### src/rtl/ufr_pkg.sv
package ufr_pkg;

  localparam int LANES = 2;

  // Lane whose history feeds output lane `lane` for a recursion delay `dly`.
  function automatic int src_lane(input int lane, input int dly);
    return ((lane - dly) % LANES + LANES) % LANES;
  endfunction

  // How many enabled cycles back that history word was produced.
  function automatic int tap_depth(input int lane, input int dly);
    return (dly - lane + src_lane(lane, dly)) / LANES;
  endfunction

  // Chain length stored by lane `s`: the tap depth of the one lane reading it.
  function automatic int store_depth(input int s, input int dly);
    return tap_depth((s + dly) % LANES, dly);
  endfunction

endpackage

### src/rtl/ufr_lane_mac.sv
module ufr_lane_mac #(
  parameter int DW   = 16,
  parameter int CW   = 16,
  parameter int FRAC = 15
) (
  input  logic signed [DW-1:0] x_in,
  input  logic signed [DW-1:0] hist,
  input  logic signed [CW-1:0] coef,
  output logic signed [DW-1:0] y_out
);

  localparam int PW = DW + CW;
  localparam int SW = PW + 1;
  localparam logic signed [SW-1:0] YMAX = {{(SW-DW+1){1'b0}}, {(DW-1){1'b1}}};
  localparam logic signed [SW-1:0] YMIN = {{(SW-DW+1){1'b1}}, {(DW-1){1'b0}}};

  logic signed [PW-1:0] prod;
  logic signed [PW-1:0] scaled;
  logic signed [SW-1:0] sum;

  always_comb begin
    prod   = hist * coef;
    scaled = prod >>> FRAC;
    sum    = {scaled[PW-1], scaled} + {{(SW-DW){x_in[DW-1]}}, x_in};
    if (sum > YMAX) begin
      y_out = YMAX[DW-1:0];
    end else if (sum < YMIN) begin
      y_out = YMIN[DW-1:0];
    end else begin
      y_out = sum[DW-1:0];
    end
  end

  // clamping never flips the sign of the result
  always_comb begin
    if (x_in >= 0 && scaled >= 0) begin
      assert_no_wrap_pos_R5: assert (y_out >= 0)
        else $error("positive operands gave negative result");
    end
    if (x_in < 0 && scaled < 0) begin
      assert_no_wrap_neg_R5: assert (y_out < 0)
        else $error("negative operands gave nonnegative result");
    end
  end

endmodule

### src/rtl/ufr_delay_line.sv
module ufr_delay_line #(
  parameter int DW    = 16,
  parameter int DEPTH = 4
) (
  input  logic                 clk,
  input  logic                 rst_n,
  input  logic                 en,
  input  logic signed [DW-1:0] din,
  output logic signed [DW-1:0] head,
  output logic signed [DW-1:0] tap
);

  localparam int CNTW = $clog2(DEPTH + 1);
  localparam logic [CNTW-1:0] DEPTH_C = CNTW'(DEPTH);

  logic signed [DW-1:0] stage_q [DEPTH];
  logic signed [DW-1:0] stage_d [DEPTH];

  always_comb begin
    stage_d[0] = din;
    for (int j = 1; j < DEPTH; j++) begin
      stage_d[j] = stage_q[j-1];
    end
  end

  always_ff @(posedge clk or negedge rst_n) begin
    if (!rst_n) begin
      for (int j = 0; j < DEPTH; j++) begin
        stage_q[j] <= '0;
      end
    end else if (en) begin
      for (int j = 0; j < DEPTH; j++) begin
        stage_q[j] <= stage_d[j];
      end
    end
  end

  assign head = stage_q[0];
  assign tap  = stage_q[DEPTH-1];

  // Checker state: enabled cycles since reset, saturating at DEPTH.
  logic [CNTW-1:0] fill_q;
  logic [CNTW-1:0] fill_d;

  always_comb begin
    fill_d = fill_q;
    if (en && fill_q < DEPTH_C) begin
      fill_d = fill_q + 1'b1;
    end
  end

  always_ff @(posedge clk or negedge rst_n) begin
    if (!rst_n) begin
      fill_q <= '0;
    end else begin
      fill_q <= fill_d;
    end
  end

  // until the chain has filled, the oldest word is still the reset zero
  assert_unfilled_zero_R6: assert property (@(posedge clk) disable iff (!rst_n)
    (fill_q < DEPTH_C) |-> (tap == '0));

endmodule

### src/rtl/unfold2_recursive_filter.sv
module unfold2_recursive_filter #(
  parameter int DW    = 16,
  parameter int CW    = 16,
  parameter int FRAC  = 15,
  parameter int DELAY = 9
) (
  input  logic                 clk,
  input  logic                 rst_n,
  input  logic                 in_en,
  input  logic signed [CW-1:0] coef_a,
  input  logic signed [DW-1:0] x_even,
  input  logic signed [DW-1:0] x_odd,
  output logic signed [DW-1:0] y_even,
  output logic signed [DW-1:0] y_odd,
  output logic                 y_valid
);

  localparam int NL = ufr_pkg::LANES;

  logic signed [DW-1:0] x_lane [NL];
  logic signed [DW-1:0] y_new  [NL];
  logic signed [DW-1:0] head   [NL];
  logic signed [DW-1:0] tap    [NL];

  always_comb begin
    x_lane[0] = x_even;
    x_lane[1] = x_odd;
  end

  for (genvar l = 0; l < NL; l++) begin : g_lane
    localparam int SRC  = ufr_pkg::src_lane(l, DELAY);
    localparam int KEEP = ufr_pkg::store_depth(l, DELAY);

    ufr_lane_mac #(.DW(DW), .CW(CW), .FRAC(FRAC)) u_mac (
      .x_in  (x_lane[l]),
      .hist  (tap[SRC]),
      .coef  (coef_a),
      .y_out (y_new[l])
    );

    ufr_delay_line #(.DW(DW), .DEPTH(KEEP)) u_hist (
      .clk   (clk),
      .rst_n (rst_n),
      .en    (in_en),
      .din   (y_new[l]),
      .head  (head[l]),
      .tap   (tap[l])
    );
  end

  assign y_even = head[0];
  assign y_odd  = head[1];

  logic valid_d;
  logic valid_q;

  always_comb begin
    valid_d = in_en;
  end

  always_ff @(posedge clk or negedge rst_n) begin
    if (!rst_n) begin
      valid_q <= 1'b0;
    end else begin
      valid_q <= valid_d;
    end
  end

  assign y_valid = valid_q;

  // y_valid follows the enable of the previous edge
  assert_valid_after_en_R1: assert property (@(posedge clk) disable iff (!rst_n)
    in_en |=> y_valid);
  assert_valid_low_idle_R1: assert property (@(posedge clk) disable iff (!rst_n)
    !in_en |=> !y_valid);

  // an idle edge leaves both outputs untouched
  assert_hold_idle_R7: assert property (@(posedge clk) disable iff (!rst_n)
    !in_en |=> ($stable(y_even) && $stable(y_odd)));

  // a zero coefficient passes the inputs straight through
  assert_zero_coef_R8: assert property (@(posedge clk) disable iff (!rst_n)
    (in_en && coef_a == '0) |=>
      (y_even == $past(x_even) && y_odd == $past(x_odd)));

endmodule

### config.mk
export PLATFORM = sky130hd
export DESIGN_NAME = unfold2_recursive_filter
export DESIGN_NICKNAME = d
export VERILOG_FILES = /design/src/rtl/ufr_pkg.sv /design/src/rtl/ufr_lane_mac.sv /design/src/rtl/ufr_delay_line.sv /design/src/rtl/unfold2_recursive_filter.sv
export SDC_FILE = /design/constraint.sdc
export NUM_CORES = 2
export LEC_CHECK = 0
export BUFFER_PORTS_ARGS = -buffer_cell sky130_fd_sc_hd__buf_2
export CAP_MARGIN = 20
export CELL_PAD_IN_SITES_DETAIL_PLACEMENT = 0
export CELL_PAD_IN_SITES_GLOBAL_PLACEMENT = 1
export CORE_ASPECT_RATIO = 1.1
export CORE_MARGIN = 2
export CORE_UTILIZATION = 48
export CTS_CLUSTER_SIZE = 8
export DETAILED_ROUTE_END_ITERATION = 7
export PLACE_DENSITY = 0.81
export SLEW_MARGIN = 10
export SYNTH_ARGS = -nofsm -noshare
export SYNTH_HDL_FRONTEND = slang
export SYNTH_HIERARCHICAL = 1
export SYNTH_SLANG_ARGS = --single-unit
### constraint.sdc
create_clock -name clk -period 13.4 [get_ports clk]
set_clock_uncertainty 0.05 [all_clocks]
set_input_delay 1.34 -clock clk [delete_from_list [all_inputs] [get_ports clk]]
set_output_delay 1.34 -clock clk [all_outputs]
set_load 0.1 [all_outputs]
# Word-level counts from Yosys, hierarchy flattened
# Index checks and enable logic that the tools add are counted.
[word_totals]
word_cells = 22
register_bits = 145
inputBits = 51
output_inout_bits = 33
[classes]
mul = 2
order_cmp = 4
mux = 4
addsub = 2
[ops]
columns = ["op", "n"]
rows = [
  ["$gt A33 B16 Y1 const B", 2],
  ["$lt A33 B16 Y1 const B", 2],
  ["$mul A16 B16 Y32", 2],
  ["$mux W16", 4],
  ["$add A17 B16 Y18", 2],
]

# Logic depth before layout (Yosys ltp)
[logic_depth]
word_depth = 5
mapped_depth = 35
ltp_nobuf = 33

# By module
# The synthesis kept the hierarchy.
[modules_own_cells]
columns = ["mod", "instances", "area_each_um2", "seq_area_each_um2", "cells_each"]
rows = [
  ["ufr_lane_mac (g_lane[0].u_mac)", 1, 10356.2, 0.0, 1160],
  ["ufr_lane_mac (g_lane[1].u_mac)", 1, 10276.1, 0.0, 1135],
  ["ufr_delay_line (g_lane[1].u_hist)", 1, 3494.6, 2001.9, 185],
  ["ufr_delay_line (g_lane[0].u_hist)", 1, 2798.9, 1601.5, 151],
  ["unfold2_recursive_filter", 1, 25.0, 25.0, 1],
]

# Worst setup path before layout
# OpenSTA, ideal clock, no wires.
[synth_path]
kind = "input to register"
from = "input coef_a[1]"
to = "register g_lane[1].u_hist.stage_q, in the netlist g_lane[1].u_hist/head[10]"
slack_ns = 4.265
t_arrival_ns = 8.960
n_path_buf = 2
cell_stages = 32
setup_ns = 0.125
path_cell_list = "clkbuf_1 nand2_1 fa_1 fa_1 fa_1 inv_1 fa_1 fa_1 inv_1 fa_1 inv_1 ha_1 nand4_1 nor3_1 a211oi_1 a21oi_1 or3b_2 and2_1 o21ai_0 a211oi_1 ha_1 a2111oi_2 a21oi_1 a2111oi_2 o31a_1 a211o_2 nand2_1 o32a_1 o22ai_4 buf_6 o21ai_2 mux2_4"
[synth_lines]
columns = ["element", "line", "text"]
rows = [
  ["start, declared", "unfold2_recursive_filter.sv:10", "input logic signed [CW-1:0] coef_a,"],
  ["end signal, assigned by index", "ufr_delay_line.sv:33", "stage_q[j] <= stage_d[j];"],
  ["end, declared", "ufr_delay_line.sv:16", "logic signed [DW-1:0] stage_q [DEPTH];"],
]

==> impl_metrics.json <==
{
  "dp_slack_ns": 2.732,
  "syn_area_um2": 26950,
  "synth.distinct_cells": 68,
  "grt_pass1_wl_um": 101500,
  "fillers": 5143,
  "critPathMaxStageDelay_ns": 0.72,
  "postCtsSetupRepairBufs": 0,
  "cts_buffer_depth": 2,
  "worstPathArrival_ns": 10.59,
  "r2r_cells": 30,
  "routed_wl_um": 59500,
  "hp-class": "reg -> reg",
  "postRouteAntennaNets": 0,
  "relSlewSlack_pct": 38.20,
  "cts_tree": "yes",
  "status": "finished clean",
  "die_height_um": 252.5,
  "dieWidth_um": 229.9,
  "timing.final.crit_period_ns": 10.32,
  "ys_seq_elements": 145,
  "grt-ovfl-total": 0,
  "cts_resized": 0,
  "antenna_found_initial": 1,
  "drtIter0Drc": 774,
  "gp_congestion": 0.8601,
  "setup_tns_ns": 0,
  "clk_latency_ns": 0.44,
  "core.rowCount": 91,
  "vias_per_cell": 5.225,
  "min_path_cells": 1,
  "synth-main-ff-cell": "dfrtp_1",
  "ys_warn_count": 6,
  "layout_setup_ws_ns": 3.076,
  "drc_errors": 0,
  "period_share_pct": 77.05,
  "critical_path.most_common_cell": "fa_1",
  "criticalPathCategory": "in -> reg",
  "grt_setup_unrepaired": "no",
  "first_pass_iters": 5,
  "htreeDepth": 4,
  "dp_hpwl_um": 47630,
  "cts_buffers": 17,
  "synth_cells": 2632,
  "hold_path_startpoint": "g_lane[1].u_hist/stage_d[12]",
  "start_kind": "input pin",
  "worst_ep_required_time_ns": 13.67,
  "io_pins": 84,
  "drv_cap": 0,
  "synthesis.nets": 3399,
  "fin_nets": 3387,
  "synth-edff-count": 0,
  "drive_gt1_share_pct": 10.82,
  "slowest_stage": "a211oi_1",
  "port_buffers": 83,
  "path_clk_slew_ns": 0.07,
  "rrSetupSlack_ns": 3.79,
  "synth_area_per_cell_um2": 10.24,
  "slew_violations": 0,
  "num_vias": 17644,
  "fmax_mhz": 96.86,
  "initial_utilization_pct": 48.31,
  "cts_hold_buf": 0,
  "hold_slack_ns": 0.4612,
  "die-area_um2": 58060,
  "finalHoldViolCount": 0,
  "cts_num_sinks": 145,
  "syn_to_final_growth_pct": 4.350,
  "register_area_um2": 3628,
  "grt_max_degree": 104,
  "antennaDiodeCount": 0,
  "r2r-start": "g_lane[0].u_hist/tap[7]",
  "multiInputGateArea_um2": 20240,
  "worstSetupEndpointType": "register",
  "wl_per_cell_um": 17.62,
  "ys_seq_area_share_pct": 13.46,
  "async_flop_share_pct": 100.0,
  "r2r_end": "g_lane[1].u_hist/head[5]",
  "setup_violations": 0,
  "hold_end": "g_lane[1].u_hist/tap[12]",
  "tightest_slew_ns": 0.9270,
  "path_max_fanout": 32,
  "grt_usage_pct": 21.96,
  "root_buffer": "clkbuf_16",
  "coreArea_um2": 55790,
  "grt_pass1_vias": 19822
}
==> cell families (layout without fill, tap and decap cells) <==
| family | count (synthesis) | after routing | synth area share (%) |
|---|---|---|---|
| AO/OA/AOI/OAI | 190 | 190 | 4.889 |
| XOR/XNOR | 77 | 77 | 2.502 |
| adder cells (fa/ha/maj) | 716 | 716 | 47.84 |
| buffers and inverters | 719 | 720 | 11.43 |
| flip-flops | 145 | 145 | 13.46 |
| multiplexers | 144 | 144 | 7.967 |
| AND/OR/NAND/NOR | 641 | 641 | 11.91 |
==> layout by cell type, fill, tap and decap left out, types with 7 or more instances in the layout <==
cell       count
xor2_1        28
o21ai_1       11
nand3_1       21
nand2_1      265
a21o_1        20
buf_2         81
dfrtp_1      145
ha_1         192
o21a_1         9
clkbuf_16     17
o21ai_2        8
xnor2_1       49
nand2b_1      16
a21oi_1       47
mux2_4       140
nand4_1        7
fa_1         524
o21ai_0       31
inv_1        601
o31ai_1        7
nor3_1        13
and2_1       241
a211oi_1       8
nor2_1        49
==> worst max-delay path: cells and delay by family <==
| kind | cells | cell delay (ns) |
|---|---|---|
| AOI/OAI and AO/OA | 12 | 3.37 |
| adders and majority gates | 8 | 3.69 |
| buffers and inverters | 4 | 0.74 |
| muxes | 1 | 0.29 |
| and+or+nand+nor | 6 | 1.15 |
==> synthesized netlist by cell type (all sizes together), types with 4 or more instances <==
library cell  number  area [µm²]
inv              601        2256
fa               524       10490
nand2            265       994.7
and2             241        1508
ha               192        2402
dfrtp            145        3628
mux2             144        2147
clkbuf            64       240.2
buf               54       584.3
o21ai             50       280.3
nor2              49       183.9
xnor2             49       429.2
a21oi             48       244.0
xor2              28       245.2
nand3             21       105.1
a21o              20       150.1
nand2b            16       100.1
nor3              13       65.06
a211oi             9       72.57
o21a               9       67.56
nand4              7       43.79
o31ai              7       52.55
and3               6       37.54
nor2b              6       37.54
o211ai             6       45.04
a211o              5       45.04
o21bai             5       37.54
a31o               4       43.80
o41ai              4       50.05
==> worst max-delay path by stage <==
stage	from	end	slack, ns	cells after the start
after floorplan	coef_a[1]	g_lane[1].u_hist/head[10]	4.27	32
after global placement	coef_a[7]	g_lane[1].u_hist/head[5]	2.95	31
after detailed placement	coef_a[7]	g_lane[1].u_hist/head[5]	2.73	31
after CTS	coef_a[7]	g_lane[1].u_hist/head[5]	3.17	31
after global routing	coef_a[7]	g_lane[1].u_hist/head[5]	2.63	31
final	coef_a[7]	g_lane[1].u_hist/head[5]	3.08	31
==> final cells by class <==
type / count / area share (%)
clock inverter: 13 / 0.5072
tap: 744 / 3.310
clock buffer: 19 / 1.575
sequential: 145 / 12.90
inverter: 601 / 8.022
multi-input combinational: 1768 / 71.98
timing repair buffer: 87 / 1.708
==> routing by layer <==
metal	share of wire, %	global-route usage [%]	vias up
met3	3.6	2.155	79
met4	2.8	6.452	0
met5	0	0	-
met2	51	37.94	390
li1	-	-	7897
met1	43	29.38	9278
==> through the flow <==
stage               utilization (%)  instances  instance area, µm²
floorplan                         -       2632               26950
global placement              49.31       3344               27510
detailed placement            49.31       3344               27510
CTS                           50.36       3376               28100
global route                  50.41       3377               28120
finish                        50.41       3377               28120
==> registers in the layout, summed over array words and instances, names as in the netlist <==
name                   count
y_valid                    1
g_lane.u_hist/tap         32
g_lane.u_hist/stage_d     80
g_lane.u_hist/head        32
Power is left out: the tool's default activity adds up to more than one toggle a clock period on the data nets, which glitch-free logic cannot reach.
